## src/rtl/pfc_pkg.sv

```systemverilog
package pfc_pkg;

    localparam int QUANTA_W = 16;

    typedef enum logic [1:0] {
        SEL_HIGH   = 2'd0,
        SEL_LOW    = 2'd1,
        SEL_QUANTA = 2'd2,
        SEL_NONE   = 2'd3
    } cfg_sel_e;

    typedef enum logic {
        ST_OPEN = 1'b0,
        ST_HOLD = 1'b1
    } hold_state_e;

endpackage

```

## src/rtl/pfc_cfg_regs.sv

```systemverilog
module pfc_cfg_regs
    import pfc_pkg::*;
#(
    parameter int LVL_W    = 9,
    parameter int HIGH_RST = 64,
    parameter int LOW_RST  = 32
) (
    input  logic                clk,
    input  logic                rst_n,
    input  logic                cfg_wr,
    input  logic [1:0]          cfg_sel,
    input  logic [QUANTA_W-1:0] cfg_wdata,
    output logic [LVL_W-1:0]    high_mark,
    output logic [LVL_W-1:0]    low_mark,
    output logic [QUANTA_W-1:0] quanta
);

    typedef struct packed {
        logic [LVL_W-1:0]    high;
        logic [LVL_W-1:0]    low;
        logic [QUANTA_W-1:0] quanta;
    } cfg_t;

    localparam cfg_t CFG_RST = '{
        high:   LVL_W'(HIGH_RST),
        low:    LVL_W'(LOW_RST),
        quanta: {QUANTA_W{1'b1}}
    };

    cfg_t cfg_d, cfg_q;
    logic [LVL_W-1:0] wr_level;

    // Watermark write value: truncate or zero-extend the data bus
    generate
        if (LVL_W <= QUANTA_W) begin : g_trunc
            assign wr_level = cfg_wdata[LVL_W-1:0];
        end else begin : g_extend
            assign wr_level = {{(LVL_W-QUANTA_W){1'b0}}, cfg_wdata};
        end
    endgenerate

    always_comb begin
        cfg_d = cfg_q;
        if (cfg_wr) begin
            case (cfg_sel_e'(cfg_sel))
                SEL_HIGH:   cfg_d.high   = wr_level;
                SEL_LOW:    cfg_d.low    = wr_level;
                SEL_QUANTA: cfg_d.quanta = cfg_wdata;
                default:    cfg_d        = cfg_q;
            endcase
        end
    end

    always_ff @(posedge clk) begin
        if (!rst_n) cfg_q <= CFG_RST;
        else        cfg_q <= cfg_d;
    end

    assign high_mark = cfg_q.high;
    assign low_mark  = cfg_q.low;
    assign quanta    = cfg_q.quanta;

    // a high watermark write is visible on the next cycle
    a_r2_high_write: assert property (@(posedge clk) disable iff (!rst_n)
        (cfg_wr && cfg_sel == SEL_HIGH) |=> (high_mark == $past(wr_level)));

    // a quanta write is visible on the next cycle
    a_r2_quanta_write: assert property (@(posedge clk) disable iff (!rst_n)
        (cfg_wr && cfg_sel == SEL_QUANTA) |=> (quanta == $past(cfg_wdata)));

    // the unused select leaves every register untouched
    a_r10_none_write_keeps: assert property (@(posedge clk) disable iff (!rst_n)
        (cfg_wr && cfg_sel == SEL_NONE) |=> $stable(cfg_q));

endmodule

```

## src/rtl/pfc_refresh_timer.sv

```systemverilog
module pfc_refresh_timer #(
    parameter int CNT_W = 15
) (
    input  logic             clk,
    input  logic             rst_n,
    input  logic             load,
    input  logic             clear,
    input  logic             tick,
    input  logic [CNT_W-1:0] load_val,
    output logic             expire
);

    typedef struct packed {
        logic             armed;
        logic [CNT_W-1:0] cnt;
    } tmr_t;

    tmr_t tmr_d, tmr_q;
    logic last_step;

    // The count has reached its final quantum
    assign last_step = (tmr_q.cnt <= CNT_W'(1));
    assign expire    = tick && tmr_q.armed && last_step;

    always_comb begin
        tmr_d = tmr_q;
        if (clear) begin
            tmr_d.armed = 1'b0;
            tmr_d.cnt   = '0;
        end else if (load) begin
            tmr_d.armed = 1'b1;
            tmr_d.cnt   = load_val;
        end else if (tick && tmr_q.armed && !last_step) begin
            tmr_d.cnt = tmr_q.cnt - CNT_W'(1);
        end
    end

    always_ff @(posedge clk) begin
        if (!rst_n) tmr_q <= '0;
        else        tmr_q <= tmr_d;
    end

    // an armed timer steps down by one per tick until it expires
    a_r7_count_steps: assert property (@(posedge clk) disable iff (!rst_n)
        (tmr_q.armed && tick && !load && !clear && !last_step)
            |=> (tmr_q.cnt == $past(tmr_q.cnt) - CNT_W'(1)));

    // a release disarms the timer so later ticks cannot fire
    a_r8_clear_disarms: assert property (@(posedge clk) disable iff (!rst_n)
        clear |=> !tmr_q.armed);

endmodule

```

## src/rtl/pfc_hold_fsm.sv

```systemverilog
module pfc_hold_fsm
    import pfc_pkg::*;
#(
    parameter int LVL_W = 9
) (
    input  logic                clk,
    input  logic                rst_n,
    input  logic [LVL_W-1:0]    fill,
    input  logic [LVL_W-1:0]    high_mark,
    input  logic [LVL_W-1:0]    low_mark,
    input  logic [QUANTA_W-1:0] quanta,
    input  logic                enable,
    input  logic                expire,
    output logic                timer_load,
    output logic                timer_clear,
    output logic                req_valid,
    output logic [QUANTA_W-1:0] req_quanta,
    output logic                paused
);

    typedef struct packed {
        hold_state_e         st;
        logic                req_valid;
        logic [QUANTA_W-1:0] req_quanta;
    } fsm_t;

    fsm_t fsm_d, fsm_q;
    logic at_high, below_low;

    assign at_high   = (fill >= high_mark);
    assign below_low = (fill < low_mark);

    always_comb begin
        fsm_d            = fsm_q;
        fsm_d.req_valid  = 1'b0;
        fsm_d.req_quanta = '0;
        timer_load       = 1'b0;
        timer_clear      = 1'b0;
        case (fsm_q.st)
            ST_OPEN: begin
                if (enable && at_high) begin
                    fsm_d.st         = ST_HOLD;
                    fsm_d.req_valid  = 1'b1;
                    fsm_d.req_quanta = quanta;
                    timer_load       = 1'b1;
                end
            end
            ST_HOLD: begin
                if (!enable || below_low) begin
                    // Release takes precedence over a refresh
                    fsm_d.st         = ST_OPEN;
                    fsm_d.req_valid  = 1'b1;
                    fsm_d.req_quanta = '0;
                    timer_clear      = 1'b1;
                end else if (expire) begin
                    fsm_d.req_valid  = 1'b1;
                    fsm_d.req_quanta = quanta;
                    timer_load       = 1'b1;
                end
            end
            default: fsm_d.st = ST_OPEN;
        endcase
    end

    always_ff @(posedge clk) begin
        if (!rst_n) fsm_q <= '{st: ST_OPEN, req_valid: 1'b0, req_quanta: '0};
        else        fsm_q <= fsm_d;
    end

    assign req_valid  = fsm_q.req_valid;
    assign req_quanta = fsm_q.req_quanta;
    assign paused     = (fsm_q.st == ST_HOLD);

    // entering the hold state comes with a request carrying the quanta
    a_r4_on_enters_hold: assert property (@(posedge clk) disable iff (!rst_n)
        $rose(paused) |-> (req_valid && req_quanta == $past(quanta)));

    // leaving the hold state comes with a zero-quanta request
    a_r6_off_leaves_hold: assert property (@(posedge clk) disable iff (!rst_n)
        $fell(paused) |-> (req_valid && req_quanta == '0));

    // a disabled block with nothing held stays silent
    a_r3_quiet_when_disabled: assert property (@(posedge clk) disable iff (!rst_n)
        (!enable && !paused) |=> !req_valid);

    // a held pause with no expiry and no drain issues nothing
    a_r5_no_repeat: assert property (@(posedge clk) disable iff (!rst_n)
        (paused && enable && !below_low && !expire) |=> (!req_valid && paused));

endmodule

```

## src/rtl/pfc_watermark_pause.sv

```systemverilog
module pfc_watermark_pause
    import pfc_pkg::*;
#(
    parameter int DEPTH = 256
) (
    input  logic                       clk,
    input  logic                       rst_n,
    input  logic                       full_duplex,
    input  logic                       pause_en,
    input  logic                       cfg_wr,
    input  logic [1:0]                 cfg_sel,
    input  logic [QUANTA_W-1:0]        cfg_wdata,
    input  logic [$clog2(DEPTH+1)-1:0] fill_level,
    input  logic                       quanta_tick,
    output logic                       pause_req,
    output logic [QUANTA_W-1:0]        pause_quanta,
    output logic                       pause_held
);

    localparam int LVL_W    = $clog2(DEPTH + 1);
    localparam int HIGH_RST = DEPTH / 4;
    localparam int LOW_RST  = DEPTH / 8;
    localparam int CNT_W    = QUANTA_W - 1;

    logic [LVL_W-1:0]    high_mark;
    logic [LVL_W-1:0]    low_mark;
    logic [QUANTA_W-1:0] quanta;
    logic                enable;
    logic                expire;
    logic                timer_load;
    logic                timer_clear;

    assign enable = full_duplex && pause_en;

    pfc_cfg_regs #(
        .LVL_W    (LVL_W),
        .HIGH_RST (HIGH_RST),
        .LOW_RST  (LOW_RST)
    ) u_cfg (
        .clk       (clk),
        .rst_n     (rst_n),
        .cfg_wr    (cfg_wr),
        .cfg_sel   (cfg_sel),
        .cfg_wdata (cfg_wdata),
        .high_mark (high_mark),
        .low_mark  (low_mark),
        .quanta    (quanta)
    );

    pfc_refresh_timer #(
        .CNT_W (CNT_W)
    ) u_timer (
        .clk      (clk),
        .rst_n    (rst_n),
        .load     (timer_load),
        .clear    (timer_clear),
        .tick     (quanta_tick),
        .load_val (quanta[QUANTA_W-1:1]),
        .expire   (expire)
    );

    pfc_hold_fsm #(
        .LVL_W (LVL_W)
    ) u_fsm (
        .clk         (clk),
        .rst_n       (rst_n),
        .fill        (fill_level),
        .high_mark   (high_mark),
        .low_mark    (low_mark),
        .quanta      (quanta),
        .enable      (enable),
        .expire      (expire),
        .timer_load  (timer_load),
        .timer_clear (timer_clear),
        .req_valid   (pause_req),
        .req_quanta  (pause_quanta),
        .paused      (pause_held)
    );

    // dropping either enable while held releases the partner
    a_r9_disable_releases: assert property (@(posedge clk) disable iff (!rst_n)
        (pause_held && !enable) |=> (pause_req && pause_quanta == '0 && !pause_held));

endmodule

```

## config.mk

```make
export PLATFORM = sky130hd
export DESIGN_NAME = pfc_watermark_pause
export DESIGN_NICKNAME = d
export VERILOG_FILES = /design/src/rtl/pfc_pkg.sv /design/src/rtl/pfc_cfg_regs.sv /design/src/rtl/pfc_refresh_timer.sv /design/src/rtl/pfc_hold_fsm.sv /design/src/rtl/pfc_watermark_pause.sv
export SDC_FILE = /design/constraint.sdc
export NUM_CORES = 1
export LEC_CHECK = 0
export BUFFER_PORTS_ARGS = -buffer_cell sky130_fd_sc_hd__buf_2
export CAP_MARGIN = 30
export CORE_ASPECT_RATIO = 0.8
export CORE_MARGIN = 3
export CORE_UTILIZATION = 49
export DETAILED_ROUTE_END_ITERATION = 10
export PLACE_DENSITY_LB_ADDON = 0.08
export SLEW_MARGIN = 20
export SYNTH_ARGS = -nofsm -noshare
export SYNTH_HDL_FRONTEND = slang
export SYNTH_SLANG_ARGS = --single-unit
```

## constraint.sdc

```tcl
create_clock -name clk -period 2.45 [get_ports clk]
set_clock_uncertainty 0.05 [all_clocks]
set_input_delay 0.49 -clock clk [delete_from_list [all_inputs] [get_ports clk]]
set_output_delay 0.49 -clock clk [all_outputs]
set_load 0.02 [all_outputs]
```

==> flow_metrics.env, run 1 <==
export IMPL_status="complete, no violations"
export IMPL_cts_hold_fix_buffers=0
export IMPL_path_class="flip-flop to flip-flop"
export IMPL_critPathLaunchType="flip-flop"
export IMPL_cts_tree="done"
export IMPL_place_congestion=0.878
export IMPL_hold_ws_ps=309
export IMPL_synth_top_area_share_pct=43.1
export IMPL_ys_ff_latch=68
export IMPL_synth_area_leaders="dfxtp_1, ha_1, nand2_1, nor2b_1, a21oi_1"
export IMPL_power_frac_seq_pct=44.9
export IMPL_final_setup_viol_count=0
export IMPL_setup_worst_path_end_class="flip-flop"
export IMPL_crit_arrival_ps=2480
export IMPL_seq_area_frac_synth_pct=43.1
export IMPL_comb_power_share_pct=17.5
export IMPL_hold_class="input port to flip-flop"
export IMPL_drt_total_wl_mm=7.02
export IMPL_drive_gt1_share_pct=23.5
export IMPL_fin_nets=469
export IMPL_clk_latency_ps=330
export IMPL_grt_pass1_wl_mm=12.0
export IMPL_core_mm2=0.00607
export IMPL_p_leak_nw=1.76
export IMPL_syn_avg_cell_area_um2=8.90
export IMPL_post_route_util_pct=62.9
export IMPL_async_reset_ff_share_pct=0
export IMPL_area_growth_pct=21.0
export IMPL_p_clk_share_pct=37.6
export IMPL_period_needed_ps=2250
export IMPL_htree_levels=3
export IMPL_clk_pin_slew_ps=70
export IMPL_row_count=25
export IMPL_die_w_um=95.8
export IMPL_synth_top_cell_by_area="dfxtp_1"
export IMPL_grt_pass1_vias=2533
export IMPL_io_pins=51
export IMPL_clock_path_buffers=2
export IMPL_switching_share_pct=26.8
export IMPL_drtIter0Drc=74
export IMPL_peakVddDrop_mv=0.347
export IMPL_grt_antenna_before_repair=0
export IMPL_dr_total_vias=2637
export IMPL_power_switching_uw=728
export IMPL_grt_max_degree=37
export IMPL_rsz0062_at_grt="no"
export IMPL_diodes=0
export IMPL_numCtsBuffers=9
export IMPL_vias_per_cell=5.24
export IMPL_required_ps=2680
export IMPL_synth_ff_type="dfxtp_1"
export IMPL_power_density_mw_per_mm2=709
export IMPL_yosysWarningCount=0
export IMPL_synth_fp_nets=407
export IMPL_ys_types=49
export IMPL_synth_edff_count=0
export IMPL_die_area_mm2=0.00745
export IMPL_drc_errors=0
export IMPL_cap_viol_max_count=0
export IMPL_post_place_ws_ps=-78.2
export IMPL_period_share_pct=92.0
export IMPL_die_h_um=77.8
export IMPL_grtUsageTotal_pct=20.6
export IMPL_fin_tns_setup_ps=0
export IMPL_intPower_mw=1.98
export IMPL_start_util_pct=52.0
export IMPL_post_cts_buffers=0
export IMPL_dpl_hpwl_mm=5.25
export IMPL_worst_slew_pin_slew_ps=660
export IMPL_final_max_slew_viol_count=0
export IMPL_ctsResizeCount=0
export IMPL_root_buffer="clkbuf_8"
export IMPL_overflow=0
export IMPL_drt_pass1_iter_count=4
export IMPL_clock_sinks=68
export IMPL_worst_slack_ps=196
export IMPL_port_buffers=50
export IMPL_wire_per_inst_um=14.0
export IMPL_syn_cell_area_mm2=0.00316
export IMPL_hold_viol_final=0
export IMPL_critPathMaxFanout=19
export IMPL_postRouteAntennaNets=0
export IMPL_relSlewSlack_pct=55.9
export IMPL_syn_inst=355
export IMPL_fmax_ghz=0.444
==> cells by family after synthesis <==
kind of cell             after synthesis  synth area share, %
flip-flops                            68                 43.1
AND/OR/NAND/NOR                      157                 26.2
AO/OA/AOI/OAI                         57                 12.8
multiplexers                          10                 3.21
XOR/XNOR                               9                 2.50
adder cells (fa/ha/maj)               19                 7.53
buffers and inverters                 35                 4.64
==> final cells by class <==
type	count	area (um2)
Tap cell	81	101
Timing Repair Buffer	65	388
Clock inverter	6	87.6
Inverter	21	78.8
Clock buffer	10	138
Sequential cell	68	1360
Fill cell	560	2250
Multi-Input combinational cell	252	1670
==> final timing paths <==
path / end / cells after the start / slack (ps) / from
setup / recovery: u_timer.tmr_q[2]$_SDFFE_PP0P_ / 7 / 200 / u_timer.tmr_q[8]$_SDFFE_PP0P_
hold / removal: u_cfg.quanta[11]$_SDFFE_PN1P_ / 3 / 310 / cfg_wdata[11]
setup reg to reg: u_timer.tmr_q[2]$_SDFFE_PP0P_ / 7 / 200 / u_timer.tmr_q[8]$_SDFFE_PP0P_
hold reg to reg: u_cfg.quanta[9]$_SDFFE_PN1P_ / 2 / 420 / u_cfg.quanta[9]$_SDFFE_PN1P_
==> sequential cells by signal (all words and copies together) (netlist names) <==
name	count
u_cfg.high_mark	9
u_cfg.quanta	16
u_fsm.req_valid	1
u_timer.tmr_q	16
u_fsm.paused	1
u_cfg.low_mark	9
u_fsm.req_quanta	16
==> power by group through the flow <==
stage,clock [mW],combinational [mW],sequential [mW]
final,1.02,0.474,1.22
after CTS,1.05,0.472,1.22
after detailed placement,0,0.469,1.24
after floorplan,0,0.284,1.25
after global routing,1.10,0.528,1.22
after global placement,0,0.462,1.24
==> cells in the mapped netlist, types with 3 or more instances <==
cell / number
a211oi_2: 3
a21oi_1: 22
a31o_1: 8
and3_1: 15
clkbuf_1: 12
dfxtp_1: 68
ha_1: 19
inv_1: 21
mux2i_1: 9
nand2_1: 49
nand3_1: 21
nand4_1: 3
nor2_1: 22
nor2b_1: 18
nor3_1: 5
o21a_1: 3
o21ai_0: 11
xnor2_1: 7
==> per-layer routing <==
metal | GRT usage [%] | wire length, um | share of wire [%] | vias up
li1 | - | - | - | 1351
met1 | 28.6 | 3510 | 50 | 1209
met2 | 30.2 | 3060 | 44 | 64
met3 | 5.91 | 336 | 4.8 | 13
met4 | 7.67 | 116 | 1.7 | 0
met5 | 0 | 0 | 0 | -
==> worst max-delay path, cell delays in order (launching register included) <==
cell and delay, ps:
dfxtp_1 370, nor4_4 370, o2111ai_4 210, or4_4 620, o31ai_4 90, buf_12 180
and3_1 190, a31o_1 100
==> placed cells by master (no fill, tap or decap), types with 3 or more instances in the layout <==
| cell type | count |
|---|---|
| mux2i_1 | 9 |
| inv_1 | 21 |
| nand2_1 | 49 |
| buf_2 | 50 |
| nor2b_1 | 18 |
| nor2_1 | 22 |
| a31o_1 | 8 |
| nand3_1 | 21 |
| a211oi_2 | 4 |
| o21ai_0 | 11 |
| clkinvlp_4 | 3 |
| xnor2_1 | 7 |
| dfxtp_1 | 68 |
| buf_4 | 13 |
| nor3_1 | 5 |
| o21a_1 | 3 |
| a21oi_1 | 22 |
| nand4_1 | 3 |
| and3_1 | 15 |
| clkbuf_8 | 10 |
| ha_1 | 19 |
==> through the flow <==
stage | power, mW | area [um2] | instances
after detailed placement | 1.71 | 3590 | 487
after floorplan | 1.53 | 3160 | 355
after global routing | 2.85 | 3820 | 503
final | 2.71 | 3820 | 503
after CTS | 2.73 | 3810 | 503
after global placement | 1.70 | 3590 | 487
Note: power is estimated with default switching activity, not from simulation.
==> run 2: changes to the inputs <==
==> constraint.sdc (replaced) <==
create_clock -name clk -period 2.45 [get_ports clk]
set_clock_uncertainty 0.05 [all_clocks]
set_input_delay 0.1225 -clock clk [delete_from_list [all_inputs] [get_ports clk]]
set_output_delay 0.1225 -clock clk [all_outputs]
set_load 0.02 [all_outputs]
==> run 2 against run 1 <==
  * Critical path depth increased by 3
  * Via count unchanged
  * Wire length increased by 1.7%
  * Power decreased by 3.7%
  * Sequential share of layout area decreased by 0.81 points
==> flow_metrics.env, run 2 (synthesis gave the netlist of run 1 again) <==
export IMPL_area_growth_pct=23.8
export IMPL_finish_instance_area_mm2=0.00391
export IMPL_clock_path_buffers=2
export IMPL_drt_pass1_iter_count=4
export IMPL_postRouteAntennaNets=0
export IMPL_placed_area_mm2=0.00351
export IMPL_vias_per_cell=5.12
export IMPL_worst_slew_pin_slew_ps=660
export IMPL_diodes=0
export IMPL_cts_tree="done"
export IMPL_fin_nets=481
export IMPL_intPower_mw=1.86
export IMPL_overflow=0
export IMPL_required_ps=2640
export IMPL_drc_errors=0
export IMPL_power_frac_seq_pct=46.6
export IMPL_switching_share_pct=28.8
export IMPL_final_max_slew_viol_count=0
export IMPL_core_mm2=0.00607
export IMPL_root_buffer="clkbuf_8"
export IMPL_die_w_um=95.8
export IMPL_row_count=25
export IMPL_crit_chain="inv_1, ha_1, and4_1, and3_1, a211oi_1, buf_4, o31ai_4, buf_12, and3_1, a31o_1"
export IMPL_path_class="flip-flop to flip-flop"
export IMPL_hold_viol_final=0
export IMPL_cp_slowest_cell="dfxtp_1"
export IMPL_die_area_mm2=0.00745
export IMPL_drt_total_wl_mm=7.14
export IMPL_rsz0062_at_grt="no"
export IMPL_post_place_ws_ps=102
export IMPL_period_needed_ps=2300
export IMPL_drive_gt1_share_pct=21.7
export IMPL_die_h_um=77.8
export IMPL_period_share_pct=94.0
export IMPL_numCtsBuffers=9
export IMPL_place_congestion=0.886
export IMPL_fin_tns_setup_ps=0
export IMPL_comb_power_share_pct=18.1
export IMPL_mostFrequentLayoutCell="dfxtp_1"
export IMPL_critPathMaxFanout=18
export IMPL_dr_total_vias=2637
export IMPL_drtIter0Drc=112
export IMPL_dpl_hpwl_mm=5.14
export IMPL_worst_slack_ps=146
export IMPL_hold_class="input port to flip-flop"
export IMPL_power_density_mw_per_mm2=668
export IMPL_relSlewSlack_pct=55.9
export IMPL_clk_latency_ps=350
export IMPL_p_clk_share_pct=35.3
export IMPL_final_cells=515
export IMPL_peakVddDrop_mv=0.402
export IMPL_power_switching_uw=751
export IMPL_path_common_cell="and3_1"
export IMPL_crit_arrival_ps=2490
export IMPL_path_buf_inv=3
export IMPL_grt_pass1_vias=2519
export IMPL_crit_family="simple AND/OR/NAND/NOR gates"
export IMPL_grt_max_degree=35
export IMPL_layout_common_cells="dfxtp_1, buf_2, nand2_1"
export IMPL_grt_antenna_before_repair=0
export IMPL_fmax_ghz=0.434
export IMPL_slowest_delay_ps=310
export IMPL_htree_levels=3
export IMPL_setup_worst_path_end_class="flip-flop"
export IMPL_clk_pin_slew_ps=70
export IMPL_grt_pass1_wl_mm=12.1
export IMPL_critPathLaunchType="flip-flop"
export IMPL_port_buffers=50
export IMPL_wire_per_inst_um=13.9
export IMPL_clock_sinks=68
export IMPL_io_pins=51
export IMPL_n_fill_cell=549
export IMPL_final_setup_viol_count=0
export IMPL_grtUsageTotal_pct=20.9
export IMPL_cap_viol_max_count=0
export IMPL_start_util_pct=52.0
export IMPL_status="complete, no violations"
export IMPL_p_leak_nw=1.78
export IMPL_placed_cells=481
[run 2: cell types whose count changed in the layout (fill, tap and decap cells not counted)]
cell / before / now
clkinvlp_4: 3 / 4
a211oi_1: 1 / 2
buf_12: 2 / 1
clkbuf_8: 10 / 9
bufinv_16: 2 / 1
clkinv_2: 1 / 0
clkinv_4: 0 / 2
buf_4: 13 / 10
a211oi_2: 4 / 3
dlygate4sd3_1: 0 / 16
[run 2: per-layer routing]
metal | wire (um) | vias up | global-route usage (%)
met4 | 69 | 0 | 5.68
met5 | 0 | - | 0
met3 | 318 | 8 | 6.10
li1 | - | 1377 | -
met1 | 3560 | 1192 | 28.6
met2 | 3190 | 60 | 32.1
[run 2: worst paths after layout]
path	slack [ps]	startpoint	to	depth (start not counted)
worst min register to register	420	u_cfg.quanta[9]$_SDFFE_PN1P_	u_cfg.quanta[9]$_SDFFE_PN1P_	2
worst min-delay path	50	rst_n	u_fsm.req_valid$_SDFF_PN0_	2
worst max-delay path	150	u_cfg.high_mark[8]$_SDFFE_PN0P_	u_timer.tmr_q[4]$_SDFFE_PP0P_	10
worst max register to register	150	u_cfg.high_mark[8]$_SDFFE_PN0P_	u_timer.tmr_q[4]$_SDFFE_PP0P_	10
[run 2: through the flow]
step,utilization (%),total power [mW],hold WS [ps]
5_1_grt,64.4,2.75,23.9
4_1_cts,63.9,2.62,26.7
3_5_place_dp,57.9,1.68,290
6_report,64.4,2.61,46.3
3_3_place_gp,57.9,1.67,282
2_1_floorplan,-,1.53,196
[run 2: cell type report]
class	instances	area (um2)	share of cell area, %
tap	81	101	2.59
multi-input combinational	252	1660	42.5
clock inverter	7	77.6	1.98
clock buffer	9	124	3.17
timing repair buffer	77	505	12.9
sequential	68	1360	34.8
inverter	21	78.8	2.02
[run 2: worst reg2reg max path: stages (launching register included)]
cell,delay [ps]
dfxtp_1,310
inv_1,40
ha_1,290
and4_1,230
and3_1,180
a211oi_1,290
buf_4,190
o31ai_4,80
buf_12,170
and3_1,190
a31o_1,190
[run 2: power groups by stage]
| stage | logic, mW | clock network, mW | registers (mW) |
|---|---|---|---|
| finish | 0.472 | 0.920 | 1.22 |
| global route | 0.532 | 0.994 | 1.23 |
| CTS | 0.464 | 0.944 | 1.22 |
| detailed placement | 0.441 | 0 | 1.24 |
| global placement | 0.434 | 0 | 1.24 |
| floorplan | 0.283 | 0 | 1.25 |
[run 2: repair_timing]
| item | in CTS | in global routing |
|---|---|---|
| hold endpoints to repair | 18 | 0 |
| resized for setup | 0 | 1 |
| setup buffers | 0 | 2 |
| hold buffers | 16 | 0 |
| endpoints found under the setup margin | 0 | 16 |
==> run 3: changes to the inputs <==
Settings changed: CTS_BUF_LIST set to sky130_fd_sc_hd__clkbuf_16.
==> run 3 against run 2 <==
  * Wire length is 1.3% higher
  * Clock-buffer cell count stayed put
  * Register-to-register slack barely moved
  * Via count increased by 0.27%
  * Sequential cell count stayed put
  * Combinational power grew 1%
  * Die area unchanged
  * Hold slack got worse by 35 ps
  * Setup slack worse by 6.2 ps
  * First-iteration DRC count is 13% lower
  * Global-route usage is 0.52 points higher
  * Sequential share of layout area fell by 0.74 points
  * Largest cell class unchanged
==> flow_metrics.env, run 3 (synthesis gave the netlist of run 1 again) <==
export IMPL_period_needed_ps=2310
export IMPL_r2r_end="u_timer.tmr_q[4]$_SDFFE_PP0P_"
export IMPL_root_buffer="clkbuf_16"
export IMPL_switching_share_pct=26.8
export IMPL_layout_common_cells="dfxtp_1, buf_2, nand2_1"
export IMPL_intPower_mw=2.18
export IMPL_comb_power_share_pct=16.0
export IMPL_path_class="flip-flop to flip-flop"
export IMPL_vias_per_cell=5.15
export IMPL_wl_met3_um=305
export IMPL_area_growth_pct=26.5
export IMPL_clk_latency_ps=330
export IMPL_drt_total_wl_mm=7.24
export IMPL_clk_pin_slew_ps=50
export IMPL_io_pins=51
export IMPL_grt_pass1_vias=2551
export IMPL_r2r_start="u_cfg.high_mark[8]$_SDFFE_PN0P_"
export IMPL_placed_cells=481
export IMPL_worstHoldStart="cfg_wdata[4]"
export IMPL_drt_pass1_iter_count=4
export IMPL_start_util_pct=52.0
export IMPL_fmax_ghz=0.433
export IMPL_numCtsBuffers=9
export IMPL_die_w_um=95.8
export IMPL_place_congestion=0.886
export IMPL_relSlewSlack_pct=55.8
export IMPL_die_h_um=77.8
export IMPL_grt_max_degree=35
export IMPL_p_clk_share_pct=43.0
export IMPL_wire_per_inst_um=14.1
export IMPL_critPathLaunchType="flip-flop"
export IMPL_clock_path_buffers=2
export IMPL_met2WireLength_mm=3.24
export IMPL_p_leak_nw=1.82
export IMPL_htree_levels=3
export IMPL_ff2ff_setup_slack_ps=140
export IMPL_reg2reg_depth=10
export IMPL_setup_worst_path_end_class="flip-flop"
export IMPL_power_switching_uw=799
export IMPL_final_max_slew_viol_count=0
export IMPL_hold_class="input port to flip-flop"
export IMPL_die_area_mm2=0.00745
export IMPL_drtIter0Drc=98
export IMPL_rsz0062_at_grt="no"
export IMPL_worst_slew_pin_slew_ps=661
export IMPL_final_setup_viol_count=0
export IMPL_drive_gt1_share_pct=22.2
export IMPL_power_frac_seq_pct=40.9
export IMPL_dpl_hpwl_mm=5.14
export IMPL_clock_sinks=68
export IMPL_grt_antenna_before_repair=0
export IMPL_dr_max_layer_used="met4"
export IMPL_overflow=0
export IMPL_fin_nets=479
export IMPL_status="complete, no violations"
export IMPL_fin_tns_setup_ps=0
export IMPL_met1_length_mm=3.57
export IMPL_period_share_pct=94.3
export IMPL_critPathMaxFanout=18
export IMPL_power_density_mw_per_mm2=746
export IMPL_grtUsageTotal_pct=21.5
export IMPL_core_mm2=0.00607
export IMPL_n_fill_cell=535
export IMPL_worst_slack_ps=140
export IMPL_required_ps=2610
export IMPL_port_buffers=50
export IMPL_final_cells=513
export IMPL_hold_viol_final=0
export IMPL_mostFrequentLayoutCell="dfxtp_1"
export IMPL_cap_viol_max_count=0
export IMPL_postRouteAntennaNets=0
export IMPL_post_place_ws_ps=102
export IMPL_hold_end="u_cfg.quanta[4]$_SDFFE_PN1P_"
export IMPL_diodes=0
export IMPL_cts_tree="done"
export IMPL_row_count=25
export IMPL_dr_total_vias=2644
export IMPL_peakVddDrop_mv=0.464
export IMPL_drc_errors=0
export IMPL_crit_arrival_ps=2470
export IMPL_grt_pass1_wl_mm=12.4
export IMPL_p_total_mw=2.98
export IMPL_hold_path_depth=3
[run 3: how the worst max path moves through the flow]
stage          slack (ps)                            start                        endpoint  cells after the start
2_1_floorplan         100  u_cfg.high_mark[8]$_SDFFE_PN0P_  u_timer.tmr_q[10]$_SDFFE_PP0P_                     10
3_3_place_gp          180  u_cfg.high_mark[8]$_SDFFE_PN0P_   u_timer.tmr_q[7]$_SDFFE_PP0P_                      9
3_5_place_dp          100  u_cfg.high_mark[8]$_SDFFE_PN0P_  u_timer.tmr_q[12]$_SDFFE_PP0P_                      9
4_1_cts                80  u_cfg.high_mark[8]$_SDFFE_PN0P_   u_timer.tmr_q[4]$_SDFFE_PP0P_                      9
5_1_grt                20  u_cfg.high_mark[8]$_SDFFE_PN0P_   u_timer.tmr_q[4]$_SDFFE_PP0P_                     10
6_report              140  u_cfg.high_mark[8]$_SDFFE_PN0P_   u_timer.tmr_q[4]$_SDFFE_PP0P_                     10
[run 3: per-stage QoR]
| stage | hold slack (ps) | utilization, % | instance area (um2) |
|---|---|---|---|
| after global placement | 282 | 57.9 | 3510 |
| after global routing | 30.7 | 65.8 | 3990 |
| final | 11.4 | 65.8 | 3990 |
| after CTS | 9.41 | 65.1 | 3950 |
| after detailed placement | 290 | 57.9 | 3510 |
| after floorplan | 196 | - | 3160 |
[run 3: cell type report]
type / count / area [um2] / area share [%]
well taps: 81 / 101 / 2.54
inverters: 21 / 78.8 / 1.97
clock inverters: 7 / 77.6 / 1.94
repair buffers: 75 / 483 / 12.1
flip-flops and latches: 68 / 1360 / 34.1
clock buffers: 9 / 225 / 5.64
multi-input cells: 252 / 1670 / 41.7
[run 3: worst max-delay path, stage by stage (launching register included)]
cell,delay (ps)
dfxtp_1,300
inv_1,40
ha_1,300
and4_1,230
and3_1,180
a211oi_1,280
buf_4,190
o31ai_4,80
buf_12,170
and3_1,190
a31o_1,190
[run 3: metal layers]
metal  GRT usage, %  vias up
met5              0        -
met4           6.25        0
met3           6.20       16
met2           32.6       60
met1           29.4     1198
li1               -     1370
[run 3: repair_timing]
action | in CTS | in global routing
gates resized for setup | 0 | 2
setup buffers | 0 | 3
hold endpoints to repair | 13 | 0
hold buffers | 13 | 0
endpoints found under the setup margin | 0 | 19
[run 3: power groups by stage]
stage	registers, mW	logic (mW)	clock network [mW]
after floorplan	1.25	0.283	0
after global placement	1.24	0.434	0
after detailed placement	1.24	0.441	0
after CTS	1.22	0.461	1.30
after global routing	1.23	0.540	1.36
final	1.22	0.478	1.28
